File: src/rtl/pwmaq_pkg.sv
package pwmaq_pkg;

   localparam int ACT_W = 8;
   localparam int NCH   = 2;

   typedef enum logic [1:0] {
      ACT_NONE = 2'b00,
      ACT_LOW  = 2'b01,
      ACT_HIGH = 2'b10,
      ACT_TOG  = 2'b11
   } act_e;

   typedef struct packed {
      logic cb;
      logic ca;
      logic prd;
      logic zro;
   } evt_t;

   // first qualifying event in priority order cb > ca > prd > zro
   function automatic act_e pick_act(input logic [ACT_W-1:0] w, input evt_t e);
      act_e r;
      r = ACT_NONE;
      if (e.cb && w[7:6] != 2'b00)      r = act_e'(w[7:6]);
      else if (e.ca && w[5:4] != 2'b00) r = act_e'(w[5:4]);
      else if (e.prd && w[3:2] != 2'b00) r = act_e'(w[3:2]);
      else if (e.zro && w[1:0] != 2'b00) r = act_e'(w[1:0]);
      return r;
   endfunction

   function automatic logic apply_act(input act_e a, input logic cur);
      logic r;
      case (a)
         ACT_LOW:  r = 1'b0;
         ACT_HIGH: r = 1'b1;
         ACT_TOG:  r = ~cur;
         default:  r = cur;
      endcase
      return r;
   endfunction

endpackage

File: src/rtl/pwmaq_cmp.sv
module pwmaq_cmp #(
   parameter int CNT_W = 16
) (
   input  logic             clk,
   input  logic             rst_n,
   input  logic             we,
   input  logic [CNT_W-1:0] wdata,
   input  logic             tick,
   input  logic [CNT_W-1:0] count,
   input  logic             count_up,
   output logic             hit
);

   logic [CNT_W-1:0] cmp_q;

   always_ff @(posedge clk or negedge rst_n) begin
      if (!rst_n)  cmp_q <= '0;
      else if (we) cmp_q <= wdata;
   end

   assign hit = tick & count_up & (count == cmp_q);

endmodule

File: src/rtl/pwmaq_force.sv
module pwmaq_force #(
   parameter int FRC_W = 4
) (
   input  logic             clk,
   input  logic             rst_n,
   input  logic             tick,
   input  logic             ev_zero,
   input  logic             ev_prd,
   input  logic [1:0]       reload_sel,
   input  logic             frc_we,
   input  logic [FRC_W-1:0] frc_wdata,
   output logic [FRC_W-1:0] frc_shd,
   output logic [FRC_W-1:0] frc_act,
   output logic [FRC_W-1:0] frc_nxt
);

   logic reload;

   always_comb begin
      case (reload_sel)
         2'b00:   reload = ev_zero;
         2'b01:   reload = ev_prd;
         2'b10:   reload = ev_zero | ev_prd;
         default: reload = tick;
      endcase
      frc_nxt = (tick && reload) ? frc_shd : frc_act;
   end

   always_ff @(posedge clk or negedge rst_n) begin
      if (!rst_n) begin
         frc_shd <= '0;
         frc_act <= '0;
      end else begin
         frc_act <= frc_nxt;
         if (frc_we) frc_shd <= frc_wdata;
      end
   end

endmodule

File: src/rtl/pwmaq_chan.sv
module pwmaq_chan
   import pwmaq_pkg::*;
(
   input  logic             clk,
   input  logic             rst_n,
   input  logic             tick,
   input  evt_t             evt,
   input  logic [ACT_W-1:0] act_word,
   input  logic [1:0]       frc_code,
   output logic             pwm
);

   logic pwm_d;

   always_comb begin
      pwm_d = pwm;
      if (tick) begin
         case (frc_code)
            2'b01:   pwm_d = 1'b0;
            2'b10:   pwm_d = 1'b1;
            default: pwm_d = apply_act(pick_act(act_word, evt), pwm);
         endcase
      end
   end

   always_ff @(posedge clk or negedge rst_n) begin
      if (!rst_n) pwm <= 1'b0;
      else        pwm <= pwm_d;
   end

endmodule

File: src/rtl/pwm_action_qual.sv
module pwm_action_qual
   import pwmaq_pkg::*;
#(
   parameter int CNT_W = 16
) (
   input  logic             clk,
   input  logic             rst_n,
   input  logic             tick,
   input  logic             at_zero,
   input  logic             at_period,
   input  logic [CNT_W-1:0] count,
   input  logic             count_up,
   input  logic [1:0]       cmp_we,
   input  logic [CNT_W-1:0] cmp_wdata,
   input  logic [ACT_W-1:0] act_a,
   input  logic [ACT_W-1:0] act_b,
   input  logic             frc_we,
   input  logic [3:0]       frc_wdata,
   input  logic [1:0]       reload_sel,
   output logic             pwm_a,
   output logic             pwm_b
);

   localparam int FRC_W = 2 * NCH;

   if (CNT_W < 2 || CNT_W > 32) begin : g_bad_cnt_w
      $error("pwm_action_qual: CNT_W must lie in 2..32");
   end

   evt_t             evt;
   logic [NCH-1:0]   cmp_hit;
   logic [FRC_W-1:0] frc_shd;
   logic [FRC_W-1:0] frc_act;
   logic [FRC_W-1:0] frc_nxt;
   logic [NCH-1:0]   pwm_v;
   logic [ACT_W-1:0] act_w [NCH];

   assign act_w[0] = act_a;
   assign act_w[1] = act_b;

   for (genvar g = 0; g < NCH; g++) begin : g_cmp
      pwmaq_cmp #(.CNT_W(CNT_W)) u_cmp (
         .clk      (clk),
         .rst_n    (rst_n),
         .we       (cmp_we[g]),
         .wdata    (cmp_wdata),
         .tick     (tick),
         .count    (count),
         .count_up (count_up),
         .hit      (cmp_hit[g])
      );
   end

   always_comb begin
      evt.zro = tick & at_zero;
      evt.prd = tick & at_period;
      evt.ca  = cmp_hit[0];
      evt.cb  = cmp_hit[1];
   end

   pwmaq_force #(.FRC_W(FRC_W)) u_force (
      .clk        (clk),
      .rst_n      (rst_n),
      .tick       (tick),
      .ev_zero    (evt.zro),
      .ev_prd     (evt.prd),
      .reload_sel (reload_sel),
      .frc_we     (frc_we),
      .frc_wdata  (frc_wdata),
      .frc_shd    (frc_shd),
      .frc_act    (frc_act),
      .frc_nxt    (frc_nxt)
   );

   for (genvar g = 0; g < NCH; g++) begin : g_chan
      pwmaq_chan u_chan (
         .clk      (clk),
         .rst_n    (rst_n),
         .tick     (tick),
         .evt      (evt),
         .act_word (act_w[g]),
         .frc_code (frc_nxt[2*g +: 2]),
         .pwm      (pwm_v[g])
      );
   end

   assign pwm_a = pwm_v[0];
   assign pwm_b = pwm_v[1];

endmodule

File: config.mk
export PLATFORM = sky130hd
export DESIGN_NAME = pwm_action_qual
export DESIGN_NICKNAME = d
export VERILOG_FILES = /design/src/rtl/pwmaq_pkg.sv /design/src/rtl/pwmaq_cmp.sv /design/src/rtl/pwmaq_force.sv /design/src/rtl/pwmaq_chan.sv /design/src/rtl/pwm_action_qual.sv
export SDC_FILE = /design/constraint.sdc
export NUM_CORES = 1
export LEC_CHECK = 0
export BUFFER_PORTS_ARGS = -buffer_cell sky130_fd_sc_hd__buf_2
export CORE_MARGIN = 3
export CORE_UTILIZATION = 48
export CTS_CLUSTER_SIZE = 14
export DETAILED_ROUTE_END_ITERATION = 6
export PLACE_DENSITY = 0.75
export SLEW_MARGIN = 0
export SYNTH_ARGS = -nofsm -noshare
export SYNTH_HDL_FRONTEND = slang
export SYNTH_SLANG_ARGS = --single-unit
export TNS_END_PERCENT = 100
File: constraint.sdc
create_clock -name clk -period 6.7 [get_ports clk]
set_input_delay 1.34 -clock clk [delete_from_list [all_inputs] [get_ports clk]]
set_output_delay 1.34 -clock clk [all_outputs]
set_load 0.02 [all_outputs]
# ---- Yosys cells after proc, flatten, opt, wreduce, memory -nomap -nowiden
# Cells that the tools add are included.
dict set report classes {
  mux 18
  bitwise 8
  eq_ne 14
  n_reduce_logical 24
}
# op count
set ops {}
lappend ops {{$eq A16 B16 Y1} 2}
lappend ops {{$mux W2} 12}
lappend ops {{$reduce_bool A2 Y1} 8}
lappend ops {{$eq A2 B2 Y1 const B} 7}
lappend ops {{$eq A2 B1 Y1 const B} 5}
lappend ops {{$reduce_bool A5 Y1} 2}
lappend ops {{$logic_and A1 B1 Y1} 9}
lappend ops {{$pmux W1 S3} 3}
lappend ops {{$and A1 B1 Y1} 5}
lappend ops {{$mux W4} 1}
lappend ops {{$pmux W1 S2} 2}
lappend ops {{$reduce_and A2 Y1} 2}
lappend ops {{$reduce_or A2 Y1} 2}
lappend ops {{$logic_not A2 Y1} 1}
lappend ops {{$not A1 Y1} 2}
lappend ops {{$or A1 B1 Y1} 1}
dict set report totals {
  inputBits 63
  out_inout_bits 2
  elab_cells 70
  regBits 42
}

# ---- Longest topological paths before layout
# Gate-level depths: netlist of run 1.
dict set report depth {
  ltp_word 12
  ltp_mapped 13
  ltp_nobuf 12
}

# ---- Hierarchy
# A second synthesis of run 1 with hierarchy kept.
dict set report unflattened {
  cells_unflattened 195
  area_unflattened_um2 2288.4
}
# module area_each_um2 seq_area_each_um2 instances cells_each
set modules_own_cells {}
lappend modules_own_cells {pwmaq_cmp 773.2 400.4 2 56}
lappend modules_own_cells {pwmaq_chan 205.2 25.0 2 31}
lappend modules_own_cells {pwmaq_force 319.1 200.2 1 19}
lappend modules_own_cells {pwm_action_qual 12.5 0.0 1 2}

# ---- Least setup slack after synthesis of run 1
# No wires, ideal clock.
dict set report synth_path {
  path_type {input-to-reg}
  startpoint {input port count[6]}
  endpoint {register g_chan[0].u_chan.pwm}
  path_stages 12
  setup_ns 0.127
  required_time_ns 6.573
  arrival_time_ns 3.034
  path_buffers 0
  path_slack_ns 3.538
  path_cell_list {xor2_1 -> nor4_1 -> nand4_1 -> nor4_4 -> and2_2 -> o21ai_0 -> ha_1 -> nor2_1 -> nand2_1 -> nand2_1 -> nand2_1 -> o21ai_0}
}
dict set report synth_between {
  elab_chain_len 10
  word_cells_on_any_way 17
  classes_between {eq/ne (5); mux (6); bitwise (2); reduce/logical (4)}
}
# item line_no
set synth_rtl {}
lappend synth_rtl {{from (decl)} pwm_action_qual.sv:11} ;# input logic [CNT_W-1:0] count,
lappend synth_rtl {{$eq A16 B16 Y1} pwmaq_cmp.sv:21} ;# assign hit = tick & count_up & (count == cmp_q);
lappend synth_rtl {{$and A1 B1 Y1} pwmaq_cmp.sv:21}
lappend synth_rtl {{$logic_and A1 B1 Y1} pwmaq_pkg.sv:25} ;# else if (e.ca && w[5:4] != 2'b00) r = act_e'(w[5:4]);
lappend synth_rtl {{$mux W2} pwmaq_pkg.sv:25}
lappend synth_rtl {{$mux W2 (*)} pwmaq_pkg.sv:24} ;# if (e.cb && w[7:6] != 2'b00) r = act_e'(w[7:6]);
lappend synth_rtl {{$mux W2 (*)} pwmaq_chan.sv:18} ;# case (frc_code)
lappend synth_rtl {{$mux W2 (*)} pwmaq_chan.sv:17} ;# if (tick) begin
lappend synth_rtl {{$eq A2 B2 Y1 or $eq A2 B1 Y1 (tied branches)} pwmaq_pkg.sv:33} ;# case (a)
lappend synth_rtl {{$pmux W1 S3 or $reduce_bool A5 Y1 (tied branches)} -}
lappend synth_rtl {{$pmux W1 S2 or $reduce_and A2 Y1 (tied branches)} -}
lappend synth_rtl {{to (signal assigned)} pwmaq_chan.sv:28} ;# else pwm <= pwm_d;
lappend synth_rtl {{to (decl)} pwmaq_chan.sv:10} ;# output logic pwm
# Every way passes the cells marked *; elsewhere a longest branch is shown, timed or not. The select of a mux whose other input is x is not followed.
# A chain may end at the register's enable or synchronous reset.

# ---- Worst setup path in the final report of run 1
# Same ends and word-level chain as after synthesis.

==> results of run 1 <==
## worst reg2reg max path, delay by kind of cell (launching register included)
kind / cells / cell delay, ns
adder cells (fa/ha/maj): 1 / 0.28
AND/OR/NAND/NOR: 7 / 1.13
AO/OA/AOI/OAI: 3 / 0.37
flip-flops: 1 / 0.40
XOR/XNOR: 1 / 0.19
## per-stage QoR
step                      cells  power, mW  instance area [um^2]  setup slack [ns]  util (%)
after floorplan             193      0.404                  2290              3.54         -
final                       311      0.653                  2760              3.49      61.7
after global routing        311      0.690                  2760              3.27      61.7
after global placement      303      0.453                  2650              3.24      59.2
after detailed placement    303      0.458                  2650              3.18      59.2
after CTS                   311      0.660                  2760              3.46      61.7
## logic make-up after synthesis
kind of cell,after synthesis
fa+ha+maj,6
flops,42
buf+inv,10
compound gates,24
simple gates,39
xor+xnor,32
mux,40
## placed cells by master, fill, tap and decap left out
cell,n
buf_2,64
a211o_1,1
clkinvlp_4,2
clkbuf_8,5
dfrtp_1,42
nor3_1,1
a21oi_1,3
o311ai_1,1
a22oi_2,1
nor2b_1,1
nand2_1,19
nor4_4,2
o21ai_0,5
inv_1,4
mux2_2,38
a21o_1,2
nor2_1,3
ha_1,6
nand3_1,3
a31o_2,1
a21boi_1,1
or2_1,1
and2_2,1
a31oi_1,3
a22o_1,2
a32o_1,4
xor2_1,7
mux2i_1,2
nor4_1,1
bufinv_16,1
nand4_1,6
xnor2_1,25
and2_1,1
## power breakdown
part	switching, mW	internal, mW	total (mW)
Sequential	0.0200	0.286	0.306
Combinational	0.0708	0.0739	0.145
Clock	0.0910	0.111	0.202
## per-layer routing
| metal | vias to the layer above | track usage (%) | part of all wire (%) |
|---|---|---|---|
| met5 | - | 0 | 0 |
| met4 | 0 | 6.52 | 1.7 |
| met3 | 8 | 4.67 | 6.3 |
| met2 | 52 | 28.6 | 47 |
| met1 | 784 | 23.0 | 45 |
| li1 | 817 | - | - |
## layout make-up
type | count | area, um^2 | area share [%]
multi-input combinational | 141 | 1200 | 43.3
sequential | 42 | 1050 | 38.1
timing repair buffer | 64 | 320 | 11.6
clock buffer | 5 | 68.8 | 2.49
tap | 52 | 65.1 | 2.36
clock inverter | 3 | 45.0 | 1.63
inverter | 4 | 15.0 | 0.544
## final timing paths
path / start / end / slack (ns) / depth (start not counted)
max in group asynchronous: rst_n / g_cmp[1].u_cmp.cmp_q[13] / 4.94 / 1
worst min register to register: u_force.frc_act[0] / u_force.frc_act[0] / 0.49 / 2
worst max register to register: g_cmp[0].u_cmp.cmp_q[13] / g_chan[0].u_chan.pwm / 4.24 / 12
min in group asynchronous: rst_n / g_cmp[1].u_cmp.cmp_q[0] / 1.18 / 1
worst min-delay path: u_force.frc_act[0] / u_force.frc_act[0] / 0.49 / 2
worst max-delay path: count[6] / g_chan[0].u_chan.pwm / 3.49 / 12
## registers in the layout, summed over array words and instances, names as in the netlist
signal / flops
g_chan.u_chan.pwm: 2
g_cmp.u_cmp.cmp_q: 32
u_force.frc_act: 4
u_force.frc_shd: 4
==> impl_results.md, run 1 <==
- Largest family of logic cells by synthesized area: multiplexers
- CORE AREA: 4470 um^2
- Critical path cell sequence: buf_2 > xor2_1 > nor4_1 > nand4_1 > nor4_4 > and2_2 > o21ai_0 > ha_1 > a21oi_1 > nand2_1 > o21ai_0 > o21ai_0
- Post-Synth XOR/XNOR Area: 12.3%
- Total number of vias: 1661
- Grt ovf: 0
- Pre-antenna DRT Iters: 4
- Max cap viols: 0
- Synth top area cells: dfrtp_1 46%, mux2_2 19%, xnor2_1 9.6%, ha_1 3.3%, nand2_1 3.1%
- Worst-skew pair later-pin latency: 0.30 ns
- Final hold vios: 0
- Post-synth ARST share: 100%
- Yosys synthesis warning count: 0
- Simple-Gate Fraction of Synth Area: 9.41%
- Slew Limit Fails: 0
- Root buffer cell: clkbuf_8
- DIE HEIGHT: 75.0 um
- Slowest CP cell: nor4_1
- # DRC: 0
- Synth top area share: 46.0%
- Area grow syn2layout: 20.8%
- CP startpoint kind: primary input
- EDFF count, synth: 0
- 1st-iter DRT viols: 87
- Number of global-route vias before repair: 1662
- CTS Buf Count: 5
- TritonCTS clock tree: built
- Final Skew: 0.00714 ns
- Die Wd: 75.0 um
- Post-CTS Setup Repair Bufs: 0
- Minimum clock period: 3.21 ns
- Drt total wl: 4.57 mm
- Kind of end point of the critical path: flop
- Initial antenna violation count: 0
- RSZ-0062 raised after global routing: false
- Post-synthesis sequential area ratio: 46.0%
- Flops & latches, synth: 42
- Pleak: 1.27 nW
- Top Family by Delay on Critical Path: simple AND/OR/NAND/NOR gates
- Worst path most repeated cell: o21ai_0
- Fin nets: 327
- Fin crit share: 47.9%
- Reg clk slew, reported paths: 0.08 ns
- H-tree Lvls: 2
- Setup TNS: 0 ns
- Post-Syn Instances: 193
- CTS sink count: 42
- Clk buf depth: 2
- Status: finished clean
- Post-Synth Adder-Cell Area: 3.28%
- Hold Buf Count CTS: 0
- Hpwl dp: 3.58 mm
- Initial Util: 51.1%
- Ys flop type: dfrtp_1
- Power Density: 236 nW/um^2
- Worst slew pin tran: 0.933 ns
- Global-route wire length before repair: 7.42 mm
- PortBufs: 64
- Syn nets: 262
- GRT Total Usage: 17.7%
- # resized after CTS: 0
- Largest area contributor in the netlist: dfrtp_1
- Distinct cells, synth: 32
- Wirelength per Cell: 14.7 um
- HP Class: flop to flop
- Antenna diodes: 0
- Synth Cell Area: 2290 um^2
- Synth Area in Compound Gates: 7.77%
- I/O pin cnt: 65
- WHS: 0.493 ns
- Share of cells above drive strength 1: 44.4%
- Max stage delay on crit path: 0.34 ns
- Post-synth top cells: 42 x dfrtp_1, 38 x mux2_2, 25 x xnor2_1
- Count leader, synth: dfrtp_1
- Die ar.: 5630 um^2
- Largest net degree at the start of global routing: 43
- Number of buffers and inverters on the critical path: 1
- Worst-path maximum fanout: 7
- Peak VDD IR: 163 uV
- Relative slew slack: 37.8%
- Syn_area_per_cell: 11.8 um^2
- Mux cell area share after synthesis: 19.6%
- Antenna viol nets, final: 0
- Worst Path Arrival: 3.39 ns
- Fillcell total: 359
- Critical Setup Path Class: primary input to flop
- Num rows: 24
- Routability cong.: 0.786
- Critical Path RT: 6.88 ns
- Setup violations, final: 0
- Vias per std cell: 5.34
- Max Fclk: 0.312 GHz
No activity file was read; power rests on OpenSTA's default activity.
==> run 2, diff against run 1 <==
clock period = 3 ns   (was 6.7 ns; I/O delays follow)
==> impl_results.md, run 2 (synthesis gave the netlist of run 1 again) <==
- Status: finished clean
- Die ar.: 5630 um^2
- Kind of end point of the critical path: flop
- Routability cong.: 0.829
- Post-CTS Setup Repair Bufs: 0
- Fin nets: 327
- Most frequent cells in the layout: 64 x buf_2, 42 x dfrtp_1, 38 x mux2_2
- Max cap viols: 0
- Worst-path maximum fanout: 7
- Biggest regs: g_cmp.u_cmp.cmp_q: 32 flops, u_force.frc_act: 4 flops, u_force.frc_shd: 4 flops
- Hold Buf Count CTS: 0
- Slew Limit Fails: 0
- Max reg flops: 32
- Clock Power Share: 35.1%
- Vias per std cell: 5.38
- # DRC: 0
- PortBufs: 64
- Setup violations, final: 0
- Peak VDD IR: 366 uV
- Combinational share of power: 20.9%
- Setup ws final: 0.529 ns
- Critical Path RT: 3.21 ns
- Switch share: 25.6%
- CTS sink count: 42
- RSZ-0062 raised after global routing: false
- Wirelength per Cell: 14.7 um
- I/O pin cnt: 65
- Slowest CP cell: nor4_1
- Clk buf depth: 2
- Worst-skew pair later-pin latency: 0.29 ns
- Most common cell after layout, fill and taps aside: buf_2
- Fin crit share: 82.4%
- CORE AREA: 4470 um^2
- Relative slew slack: 38.1%
- Number of global-route vias before repair: 1630
- Initial antenna violation count: 0
- CP startpoint kind: primary input
- Top Family by Delay on Critical Path: simple AND/OR/NAND/NOR gates
- Final Skew: 0.00589 ns
- Drt total wl: 4.57 mm
- Antenna viol nets, final: 0
- Critical Setup Path Class: primary input to flop
- Area grow syn2layout: 22.1%
- Max stage delay on crit path: 0.32 ns
- Power Internal: 1.16 mW
- Setup TNS: 0 ns
- Worst slew pin tran: 0.928 ns
- Num rows: 24
- Worst path most repeated cell: nand2_1
- Largest net degree at the start of global routing: 43
- P_sw: 399 uW
- Root buffer cell: clkbuf_8
- Number of buffers and inverters on the critical path: 1
- TritonCTS clock tree: built
- DIE HEIGHT: 75.0 um
- CP Depth: 13
- Global-route wire length before repair: 7.29 mm
- Final cell utilization of the core: 62.4%
- DP Worst Slack: 0.230 ns
- Pre-antenna DRT Iters: 4
- Antenna diodes: 0
- Power Density: 559 nW/um^2
- Critical path cell sequence: buf_2 > xor2_1 > nor4_1 > nand4_1 > nor4_4 > and2_2 > o21ai_0 > ha_1 > nor2_1 > nand2_1 > nand2_1 > nand2_1 > o21ai_0
- Max Fclk: 0.405 GHz
- H-tree Lvls: 2
- Die Wd: 75.0 um
- GRT Total Usage: 17.2%
- 1st-iter DRT viols: 42
- Reg clk slew, reported paths: 0.08 ns
- Final hold vios: 0
- Initial Util: 51.1%
- # resized after CTS: 0
- Grt ovf: 0
- Hpwl dp: 3.63 mm
- Pleak: 1.29 nW
- R2R cell count: 12
- CTS Buf Count: 5
- Minimum clock period: 2.47 ns
- Seq pwr share: 44.0%
- Total number of vias: 1672
- Share of cells above drive strength 1: 44.4%
- Worst Path Arrival: 2.68 ns
- Reg with most FFs: g_cmp.u_cmp.cmp_q
- HP Class: primary input to async pin
[run 2: cell count changes in the layout (fill, tap and decap cells not counted)]
cell and delta:
clkinvlp_4 -2, bufinv_16 +1, clkbuf_8 +1
[run 2: final timing paths]
path                                            to                     start  slack (ns)
max                           g_chan[0].u_chan.pwm                  count[6]        0.53
max reg2reg                   g_chan[0].u_chan.pwm  g_cmp[0].u_cmp.cmp_q[13]        0.55
min                             u_force.frc_shd[0]                     rst_n        0.43
min reg2reg                     u_force.frc_act[0]        u_force.frc_act[0]        0.50
max in group asynchronous  g_cmp[0].u_cmp.cmp_q[3]                     rst_n        1.98
min in group clk                u_force.frc_act[0]        u_force.frc_act[0]        0.50
[run 2: metrics by stage]
| stage | std cells | hold WS (ns) | cell area, um^2 | total power [mW] |
|---|---|---|---|---|
| detailed placement | 303 | 0.485 | 2650 | 1.03 |
| global placement | 303 | 0.475 | 2650 | 1.01 |
| global route | 311 | 0.508 | 2790 | 1.64 |
| CTS | 311 | 0.477 | 2790 | 1.58 |
| floorplan | 193 | 0.304 | 2290 | 0.902 |
| finish | 311 | 0.433 | 2790 | 1.56 |
[run 2: metal layers]
layer	up-vias	part of all wire [%]	track usage [%]
met5	-	0	0
li1	812	-	-
met3	2	6.4	5.07
met1	812	45	22.7
met4	0	0.11	2.96
met2	46	48	28.6
[run 2: cell type report]
| cell class | instances | area [um^2] |
|---|---|---|
| clock buffers | 6 | 82.6 |
| clock inverters | 2 | 60.1 |
| fillers | 376 | 1680 |
| inverters | 4 | 15.0 |
| multi-input cells | 141 | 1200 |
| flip-flops and latches | 42 | 1050 |
| well taps | 52 | 65.1 |
| repair buffers | 64 | 320 |
[run 2: power groups by stage]
stage	combinational [mW]	sequential, mW	clock, mW
5_1_grt	0.364	0.696	0.583
2_1_floorplan	0.199	0.703	0
3_5_place_dp	0.328	0.698	0
4_1_cts	0.330	0.687	0.560
3_3_place_gp	0.320	0.693	0
6_report	0.326	0.686	0.548
